**src/rtl/i2cm_pkg.sv**
```systemverilog
// Shared types for the I2C EEPROM target.
// Assumes a byte-wide memory; the sequencer states and receive-phase kinds live here.
package i2cm_pkg;
    localparam int BYTE_W = 8;

    typedef enum logic [2:0] {
        S_IDLE,    // waiting for START
        S_RX,      // shifting in a byte on SCL rising edges
        S_DECIDE,  // full byte held, act on next SCL fall
        S_ACK,     // target drives ACK through ninth clock
        S_RD,      // target drives a read byte
        S_RACK,    // controller answers ACK/NACK
        S_RLOAD,   // controller acked, load next byte on SCL fall
        S_IGNORE   // not addressed, wait for START or STOP
    } tgt_state_t;

    typedef enum logic [1:0] {
        K_CTRL,    // byte being received is the control byte
        K_WADDR,   // byte being received is the word address
        K_WDATA    // byte being received is write data
    } rx_kind_t;
endpackage

```
**src/rtl/i2cm_line_cond.sv**
```systemverilog
// Bus line condition detector.
// Keeps registered copies of SCL and SDA and compares them with the present
// levels to produce single-cycle SCL edge pulses and START/STOP pulses.
// Assumes both lines are already synchronized to clk and SCL phases last
// several clk cycles.
module i2cm_line_cond (
    input  logic clk,
    input  logic rst_n,
    input  logic scl_i,
    input  logic sda_i,
    output logic scl_rise,
    output logic scl_fall,
    output logic start_det,
    output logic stop_det
);
    logic scl_q;
    logic sda_q;

    // Hold last-cycle line levels; idle bus reads high on both lines.
    always_ff @(posedge clk) begin
        if (!rst_n) begin
            scl_q <= 1'b1;
            sda_q <= 1'b1;
        end else begin
            scl_q <= scl_i;
            sda_q <= sda_i;
        end
    end

    // Edge and condition pulses from present versus previous levels.
    always_comb begin
        scl_rise  = scl_i & ~scl_q;
        scl_fall  = ~scl_i & scl_q;
        start_det = scl_i & scl_q & sda_q & ~sda_i;
        stop_det  = scl_i & scl_q & ~sda_q & sda_i;
    end
endmodule

```
**src/rtl/i2cm_bank.sv**
```systemverilog
// One 256-entry half of the target storage.
// Synchronous write, combinational read. Contents are not reset, as with a
// non-volatile array whose contents survive a reset.
module i2cm_bank #(
    parameter int DATA_W = 8,
    parameter int AW     = 8
) (
    input  logic              clk,
    input  logic              we,
    input  logic [AW-1:0]     addr,
    input  logic [DATA_W-1:0] wdata,
    output logic [DATA_W-1:0] rdata
);
    localparam int DEPTH = 1 << AW;

    logic [DATA_W-1:0] mem [DEPTH];

    // Store one byte when the sequencer commits write data.
    always_ff @(posedge clk) begin
        if (we) begin
            mem[addr] <= wdata;
        end
    end

    // Read port used to load outgoing read bytes.
    assign rdata = mem[addr];
endmodule

```
**src/rtl/i2cm_proto.sv**
```systemverilog
// I2C target protocol sequencer.
// Receives bytes on SCL rising edges, decides on each SCL falling edge after
// the eighth bit, drives ACK and read data while SCL is low, and tracks the
// 9-bit memory pointer (upper bits from the control byte, lower from the
// word address). Assumes edge and condition pulses from i2cm_line_cond.
module i2cm_proto
    import i2cm_pkg::*;
#(
    parameter int         MEM_AW   = 9,
    parameter logic [3:0] DEV_CODE = 4'b1010
) (
    input  logic              clk,
    input  logic              rst_n,
    input  logic              scl_rise,
    input  logic              scl_fall,
    input  logic              start_det,
    input  logic              stop_det,
    input  logic              sda_i,
    input  logic [BYTE_W-1:0] mem_rdata,
    output logic              mem_we,
    output logic [MEM_AW-1:0] mem_addr,
    output logic [BYTE_W-1:0] mem_wdata,
    output logic              sda_oe
);
    localparam int BLK_W = MEM_AW - BYTE_W;

    tgt_state_t        state;
    rx_kind_t          kind;
    logic [2:0]        bitcnt;
    logic [BYTE_W-1:0] shreg;
    logic [MEM_AW-1:0] addr;
    logic              rd_q;
    logic              ctrl_match;

    // Device code match with reserved address groups always refused.
    always_comb begin
        ctrl_match = (shreg[7:4] == DEV_CODE) &&
                     (shreg[7:4] != 4'b0000) && (shreg[7:4] != 4'b1111);
    end

    // Commit write data on the decision edge of a data byte.
    always_comb begin
        mem_we    = (state == S_DECIDE) && (kind == K_WDATA) && scl_fall &&
                    !start_det && !stop_det;
        mem_addr  = addr;
        mem_wdata = shreg;
    end

    // Main sequencer: conditions first, then per-state SCL edge handling.
    always_ff @(posedge clk) begin
        if (!rst_n) begin
            state  <= S_IDLE;
            kind   <= K_CTRL;
            bitcnt <= 3'd0;
            shreg  <= '0;
            addr   <= '0;
            rd_q   <= 1'b0;
            sda_oe <= 1'b0;
        end else if (start_det) begin
            state  <= S_RX;
            kind   <= K_CTRL;
            bitcnt <= 3'd0;
            sda_oe <= 1'b0;
        end else if (stop_det) begin
            state  <= S_IDLE;
            sda_oe <= 1'b0;
        end else begin
            case (state)
                S_RX: begin
                    if (scl_rise) begin
                        shreg  <= {shreg[BYTE_W-2:0], sda_i};
                        bitcnt <= bitcnt + 3'd1;
                        if (bitcnt == 3'd7) begin
                            state <= S_DECIDE;
                        end
                    end
                end
                S_DECIDE: begin
                    if (scl_fall) begin
                        case (kind)
                            K_CTRL: begin
                                if (ctrl_match) begin
                                    addr[MEM_AW-1:BYTE_W] <= shreg[BLK_W:1];
                                    rd_q   <= shreg[0];
                                    sda_oe <= 1'b1;
                                    state  <= S_ACK;
                                end else begin
                                    state <= S_IGNORE;
                                end
                            end
                            K_WADDR: begin
                                addr[BYTE_W-1:0] <= shreg;
                                sda_oe <= 1'b1;
                                state  <= S_ACK;
                            end
                            K_WDATA: begin
                                addr[BYTE_W-1:0] <= addr[BYTE_W-1:0] + 8'd1;
                                sda_oe <= 1'b1;
                                state  <= S_ACK;
                            end
                            default: state <= S_IGNORE;
                        endcase
                    end
                end
                S_ACK: begin
                    if (scl_fall) begin
                        bitcnt <= 3'd0;
                        if ((kind == K_CTRL) && rd_q) begin
                            shreg  <= mem_rdata;
                            sda_oe <= ~mem_rdata[BYTE_W-1];
                            state  <= S_RD;
                        end else begin
                            sda_oe <= 1'b0;
                            kind   <= (kind == K_CTRL) ? K_WADDR : K_WDATA;
                            state  <= S_RX;
                        end
                    end
                end
                S_RD: begin
                    if (scl_fall) begin
                        if (bitcnt == 3'd7) begin
                            sda_oe <= 1'b0;
                            addr[BYTE_W-1:0] <= addr[BYTE_W-1:0] + 8'd1;
                            state  <= S_RACK;
                        end else begin
                            shreg  <= {shreg[BYTE_W-2:0], 1'b0};
                            sda_oe <= ~shreg[BYTE_W-2];
                            bitcnt <= bitcnt + 3'd1;
                        end
                    end
                end
                S_RACK: begin
                    if (scl_rise) begin
                        state <= sda_i ? S_IGNORE : S_RLOAD;
                    end
                end
                S_RLOAD: begin
                    if (scl_fall) begin
                        bitcnt <= 3'd0;
                        shreg  <= mem_rdata;
                        sda_oe <= ~mem_rdata[BYTE_W-1];
                        state  <= S_RD;
                    end
                end
                default: begin
                    sda_oe <= 1'b0;
                end
            endcase
        end
    end

    // START always lands in control-byte reception with SDA released.
    AST_START_RESTART: assert property (@(posedge clk) disable iff (!rst_n)
        start_det |=> (state == S_RX && kind == K_CTRL && bitcnt == 3'd0 && !sda_oe));

    // A control byte with a foreign device code is not acknowledged.
    AST_FOREIGN_NO_ACK: assert property (@(posedge clk) disable iff (!rst_n)
        (state == S_DECIDE && kind == K_CTRL && scl_fall && !start_det && !stop_det &&
         shreg[7:4] != DEV_CODE) |=> (!sda_oe && state == S_IGNORE));

    // Reserved address groups go to the ignore state with SDA released.
    AST_RESERVED_NO_ACK: assert property (@(posedge clk) disable iff (!rst_n)
        (state == S_DECIDE && kind == K_CTRL && scl_fall && !start_det && !stop_det &&
         (shreg[7:4] == 4'b0000 || shreg[7:4] == 4'b1111)) |=> (!sda_oe && state == S_IGNORE));

    // The block-select bits only move when a control byte is decided.
    AST_BLOCK_HOLD: assert property (@(posedge clk) disable iff (!rst_n)
        !(state == S_DECIDE && kind == K_CTRL) |=> $stable(addr[MEM_AW-1:BYTE_W]));

    // A stored write byte advances the offset with wrap inside the block.
    AST_WRITE_WRAP: assert property (@(posedge clk) disable iff (!rst_n)
        mem_we |=> (addr[BYTE_W-1:0] == $past(addr[BYTE_W-1:0]) + 8'd1 &&
                    $stable(addr[MEM_AW-1:BYTE_W])));

    // A controller NACK leaves the target silent.
    AST_NACK_RELEASE: assert property (@(posedge clk) disable iff (!rst_n)
        (state == S_RACK && scl_rise && sda_i && !start_det && !stop_det) |=>
        (state == S_IGNORE && !sda_oe));

    // STOP returns to idle with SDA released.
    AST_STOP_IDLE: assert property (@(posedge clk) disable iff (!rst_n)
        stop_det |=> (state == S_IDLE && !sda_oe));

    // Reset releases the line.
    AST_RESET_RELEASE: assert property (@(posedge clk)
        !rst_n |=> !sda_oe);
endmodule

```
**src/rtl/i2c_blksel_mem.sv**
```systemverilog
// I2C EEPROM target with block select, top level.
// Joins the line detector, the protocol sequencer and the storage halves.
// The upper address bits, taken from the control byte, pick one generated
// 256-byte bank. Assumes scl_i/sda_i are synchronized to clk and that SCL
// phases span several clk cycles. sda_oe is an open-drain pull-low enable.
module i2c_blksel_mem
    import i2cm_pkg::*;
#(
    parameter int         MEM_AW   = 9,
    parameter logic [3:0] DEV_CODE = 4'b1010
) (
    input  logic clk,
    input  logic rst_n,
    input  logic scl_i,
    input  logic sda_i,
    output logic sda_oe
);
    localparam int BLK_W = MEM_AW - BYTE_W;
    localparam int NBANK = 1 << BLK_W;

    logic              scl_rise;
    logic              scl_fall;
    logic              start_det;
    logic              stop_det;
    logic              mem_we;
    logic [MEM_AW-1:0] mem_addr;
    logic [BYTE_W-1:0] mem_wdata;
    logic [BYTE_W-1:0] mem_rdata;
    logic [BYTE_W-1:0] bank_rd [NBANK];

    i2cm_line_cond u_cond (
        .clk       (clk),
        .rst_n     (rst_n),
        .scl_i     (scl_i),
        .sda_i     (sda_i),
        .scl_rise  (scl_rise),
        .scl_fall  (scl_fall),
        .start_det (start_det),
        .stop_det  (stop_det)
    );

    i2cm_proto #(
        .MEM_AW   (MEM_AW),
        .DEV_CODE (DEV_CODE)
    ) u_proto (
        .clk       (clk),
        .rst_n     (rst_n),
        .scl_rise  (scl_rise),
        .scl_fall  (scl_fall),
        .start_det (start_det),
        .stop_det  (stop_det),
        .sda_i     (sda_i),
        .mem_rdata (mem_rdata),
        .mem_we    (mem_we),
        .mem_addr  (mem_addr),
        .mem_wdata (mem_wdata),
        .sda_oe    (sda_oe)
    );

    // One storage half per block-select value.
    for (genvar g = 0; g < NBANK; g++) begin : g_bank
        i2cm_bank #(
            .DATA_W (BYTE_W),
            .AW     (BYTE_W)
        ) u_bank (
            .clk   (clk),
            .we    (mem_we && (mem_addr[MEM_AW-1:BYTE_W] == BLK_W'(g))),
            .addr  (mem_addr[BYTE_W-1:0]),
            .wdata (mem_wdata),
            .rdata (bank_rd[g])
        );
    end

    // Read data comes from the bank chosen by the block-select bits.
    assign mem_rdata = bank_rd[mem_addr[MEM_AW-1:BYTE_W]];

    // The line may only change under the target while SCL is low.
    AST_OE_SCL_LOW: assert property (@(posedge clk) disable iff (!rst_n)
        (scl_i && $past(scl_i) && !$past(start_det) && !$past(stop_det)) |->
        $stable(sda_oe));
endmodule

```
**config.mk**
```make
export PLATFORM = sky130hd
export DESIGN_NAME = i2c_blksel_mem
export DESIGN_NICKNAME = d
export VERILOG_FILES = /design/src/rtl/i2cm_pkg.sv /design/src/rtl/i2cm_line_cond.sv /design/src/rtl/i2cm_bank.sv /design/src/rtl/i2cm_proto.sv /design/src/rtl/i2c_blksel_mem.sv
export SDC_FILE = /design/constraint.sdc
export NUM_CORES = 2
export LEC_CHECK = 0
export CORE_MARGIN = 2
export CORE_UTILIZATION = 55
export DETAILED_ROUTE_END_ITERATION = 8
export DONT_BUFFER_PORTS = 1
export GPL_TIMING_DRIVEN = 0
export PLACE_DENSITY_LB_ADDON = 0.15
export SLEW_MARGIN = 20
export SYNTH_ARGS = -nofsm -noshare
export SYNTH_HDL_FRONTEND = slang
export SYNTH_HIERARCHICAL = 1
export SYNTH_SLANG_ARGS = --single-unit
```
**constraint.sdc**
```tcl
create_clock -name clk -period 26.1 [get_ports clk]
set_input_delay 2.61 -clock clk [delete_from_list [all_inputs] [get_ports clk]]
set_output_delay 2.61 -clock clk [all_outputs]
set_load 0.01 [all_outputs]
```
==> metrics <==
outcome finished with violations; failing checks design-rule violations; total grt overflow 0; final setup vio count 0; largest net degree at the start of global routing between 80 and 90; Finished Layout Cells 11933; fin nets about 7800; Max FO, Critical Path 10; critical path class flip-flop to flip-flop; Max Slew Vio Count 0; vias between 70000 and 80000; cell internal pwr 10600 uW; WP buf/inv 3; Arr. time, crit path ~7100 ps; crit share post-route between 20 and 25%; Top delay family on crit path buffers and inverters; Cell Area, Synth about 160000 um2; Die Height 541 um; switching fraction of total power between 10% and 20%; Sequential Power Share between 50% and 60%; Die Area between 200000 and 300000 um2; Synth area leaders edfxtp_1, mux4_2, a22oi_1, nor2_1, a21oi_1; post-synthesis sequential area ratio 77.9%; fin worst setup slack 19790 ps; Initial Util between 50% and 60%; Syn Area/Cell between 20 and 25 um2; initial antenna violation count 10; EDFF count, synth approximately 4100; crit-path cells buf_2 > clkbuf_1 > clkbuf_1 > mux4_2 > a22oi_1 > a21oi_1 > o41ai_1 > nand4_1 > mux2_4 > o22ai_1 > a21oi_1 > a2111oi_0; first-pass GRT wire length ~600000 um; first-pass detailed-route iteration total 9; CTS Buffer Depth 4; Post-synth ARST share 0%; combinational share of power 1.3%; post_cts resized 0; DR iter-0 viols 11304; post-CTS repair timing setup buffer count 0; Post-route DRC 1; Leak between 0.05 and 0.06 uW; share of layout cells above drive strength 1 between 20% and 30%; Global Route Usage Sum 29.1%; CTS Hold Buffers Added 0; kind of end point of the critical path flip-flop; CTS tree yes; Max Cap Viol 0; Clock Pin Slew Worst Setup and Hold Paths 60 ps; I/O Pins 5; row count 197; area leader, netlist edfxtp_1; crit path time final about 6300 ps; Mapped Cells around 7300; Most used DFF post-synth edfxtp_1; clock root buffer clkbuf_16; HPWL after detailed placement between 200000 and 300000 um; Syn Nets between 7000 and 8000; Startpoint Class flip-flop; Synth Warn # 6; Final Hold Vio Count 0; fmax between 0.15 and 0.2 GHz; clk sinks ~4100; worst hold path type flip-flop to flip-flop; Die X 541 um; sw power about 2600 uW; Worst-Margin Slew between 1000 and 1500 ps; Clock Skews 41.4 ps; Max VDD drop a little under 0.09 mV; detailed-route vias per instance 6.67; RePlAce Congestion between 0.9 and 1; dpl ws ~19000 ps; WL final about 430000 um; CP max-delay cell clkbuf_1; Clk Latency, worst-skew pair a little under 1000 ps; post-synthesis sequential element count between 4000 and 5000; CORE AREA ~290000 um2; port bufs 0; TNS Setup 0 ps; clock buffer count from CTS 408; clock power share between 40% and 50%; Pwr Density about 74 nW/um2; RSZ-0062 raised after global routing no; Wirelength per Cell 35.7 um; vias in the first global route 79422; Slew HR roughly 12%; remaining antenna violation count 0; H-tree depth 5; CP max stage delay 930 ps; worst endpoint required time 26920 ps; share of the synthesized area in the top cell type about 78%; DP Cell Count ~11000; area grow syn2layout 13.0%; worst hold slack 471 ps; synth unique cells 55
## synth_stat cells, types with 7 or more instances
cell type     n
o211a_1       8
mux2_4        8
buf_6        33
inv_1        10
mux2i_1      12
nand2b_1     19
and2_1        7
buf_4        34
dfxtp_1      29
buf_2        76
nor3_1       63
clkbuf_1    294
nand2_1      76
nand3_1      33
o21ai_0      11
and3_1        7
nor2_1      479
o41ai_1      65
edfxtp_1   4096
buf_1        39
nor2b_1      22
a22oi_1     512
ha_1          7
nand4_1      17
mux4_2     1024
a21oi_1     265
## layout make-up
class | instances | area (um2)
clock inverter | 227 | 2120
fill | 19533 | 108000
multi-input combinational | 2682 | 33000
sequential | 4125 | 124000
inverter | 10 | 37.5
tap | 3781 | 4730
timing repair buffer | 102 | 2520
clock buffer | 517 | 10800
antenna | 13 | 32.5
buffer | 476 | 2310
## layout by cell type, fill, tap and decap left out, types with 33 or more instances in the layout
cell,n
edfxtp_1,4096
mux4_2,1024
a22oi_1,512
nor2_1,479
clkbuf_16,415
clkbuf_1,354
a21oi_1,265
clkinv_1,89
buf_2,76
nand2_1,76
buf_16,70
clkinv_2,69
nor3_2,60
o41ai_1,58
clkbuf_2,41
buf_1,39
buf_4,38
bufinv_16,34
buf_6,33
nand3_1,33
## worst reg2reg max path: cells and delay by family, from the launching register on
family	cells	cell delay (ps)
AND/OR/NAND/NOR	1	580
flip-flops	1	390
buffers and inverters	3	2160
multiplexers	2	1010
AO/OA/AOI/OAI	6	2030
## power by group through the flow
stage	Sequential (uW)	Clock [uW]	Combinational, uW
finish	7320	5710	168
global placement	7710	0	9.53
global route	7310	6030	179
floorplan	7570	0	6.60
detailed placement	7460	0	169
CTS	7320	5780	168
## through the flow
| step | utilization, % | instance area, um2 | total power, uW |
|---|---|---|---|
| floorplan | - | 159000 | 7580 |
| global placement | 56.8 | 163000 | 7720 |
| detailed placement | 57.8 | 166000 | 7630 |
| CTS | 62.3 | 179000 | 13300 |
| global route | 62.3 | 179000 | 13500 |
| finish | 62.3 | 179000 | 13200 |
## per-layer routing
metal	GRT usage [%]	vias up	part of all wire, %
met4	15.5	8	6.2
met1	38.6	42458	36
met2	46.7	4250	48
met3	5.04	894	9.0
met5	0	-	0.012
li1	-	31987	-
## path summary, 6_finish.rpt
path	slack (ps)	from	to	cells past startpoint
setup / recovery	19790	u_proto/mem_addr[1]$_SDFFE_PN0P_	u_proto/sda_oe$_SDFFE_PP0P_	12
hold / removal	470	u_proto/bitcnt[1]$_SDFFE_PP0P_	u_proto/bitcnt[1]$_SDFFE_PP0P_	2
setup reg to reg	19790	u_proto/mem_addr[1]$_SDFFE_PN0P_	u_proto/sda_oe$_SDFFE_PP0P_	12
hold reg to reg	470	u_proto/bitcnt[1]$_SDFFE_PP0P_	u_proto/bitcnt[1]$_SDFFE_PP0P_	2
## cell families (layout without fill, tap and decap cells)
family | count (synthesis) | after routing | share of synthesized area (%)
mux | 1047 | 1047 | 14.7
flops | 4125 | 4125 | 77.9
fa+ha+maj | 7 | 7 | 0.0552
compound gates | 884 | 884 | 3.83
other cells | 0 | 13 | 0
simple gates | 744 | 744 | 2.01
buf+inv | 486 | 1332 | 1.45
## registers in the layout, indices dropped and copies added, names as in the netlist
signal,cells
u_proto/sda_oe,1
u_proto/mem_addr,9
u_cond/scl_q,1
u_proto/state,3
u_proto/rd_q,1
u_proto/bitcnt,3
u_cond/sda_q,1
u_proto/kind,2
g_bank.u_bank/mem,4096
u_proto/mem_wdata,8
No activity file was read; power rests on OpenSTA's default activity.
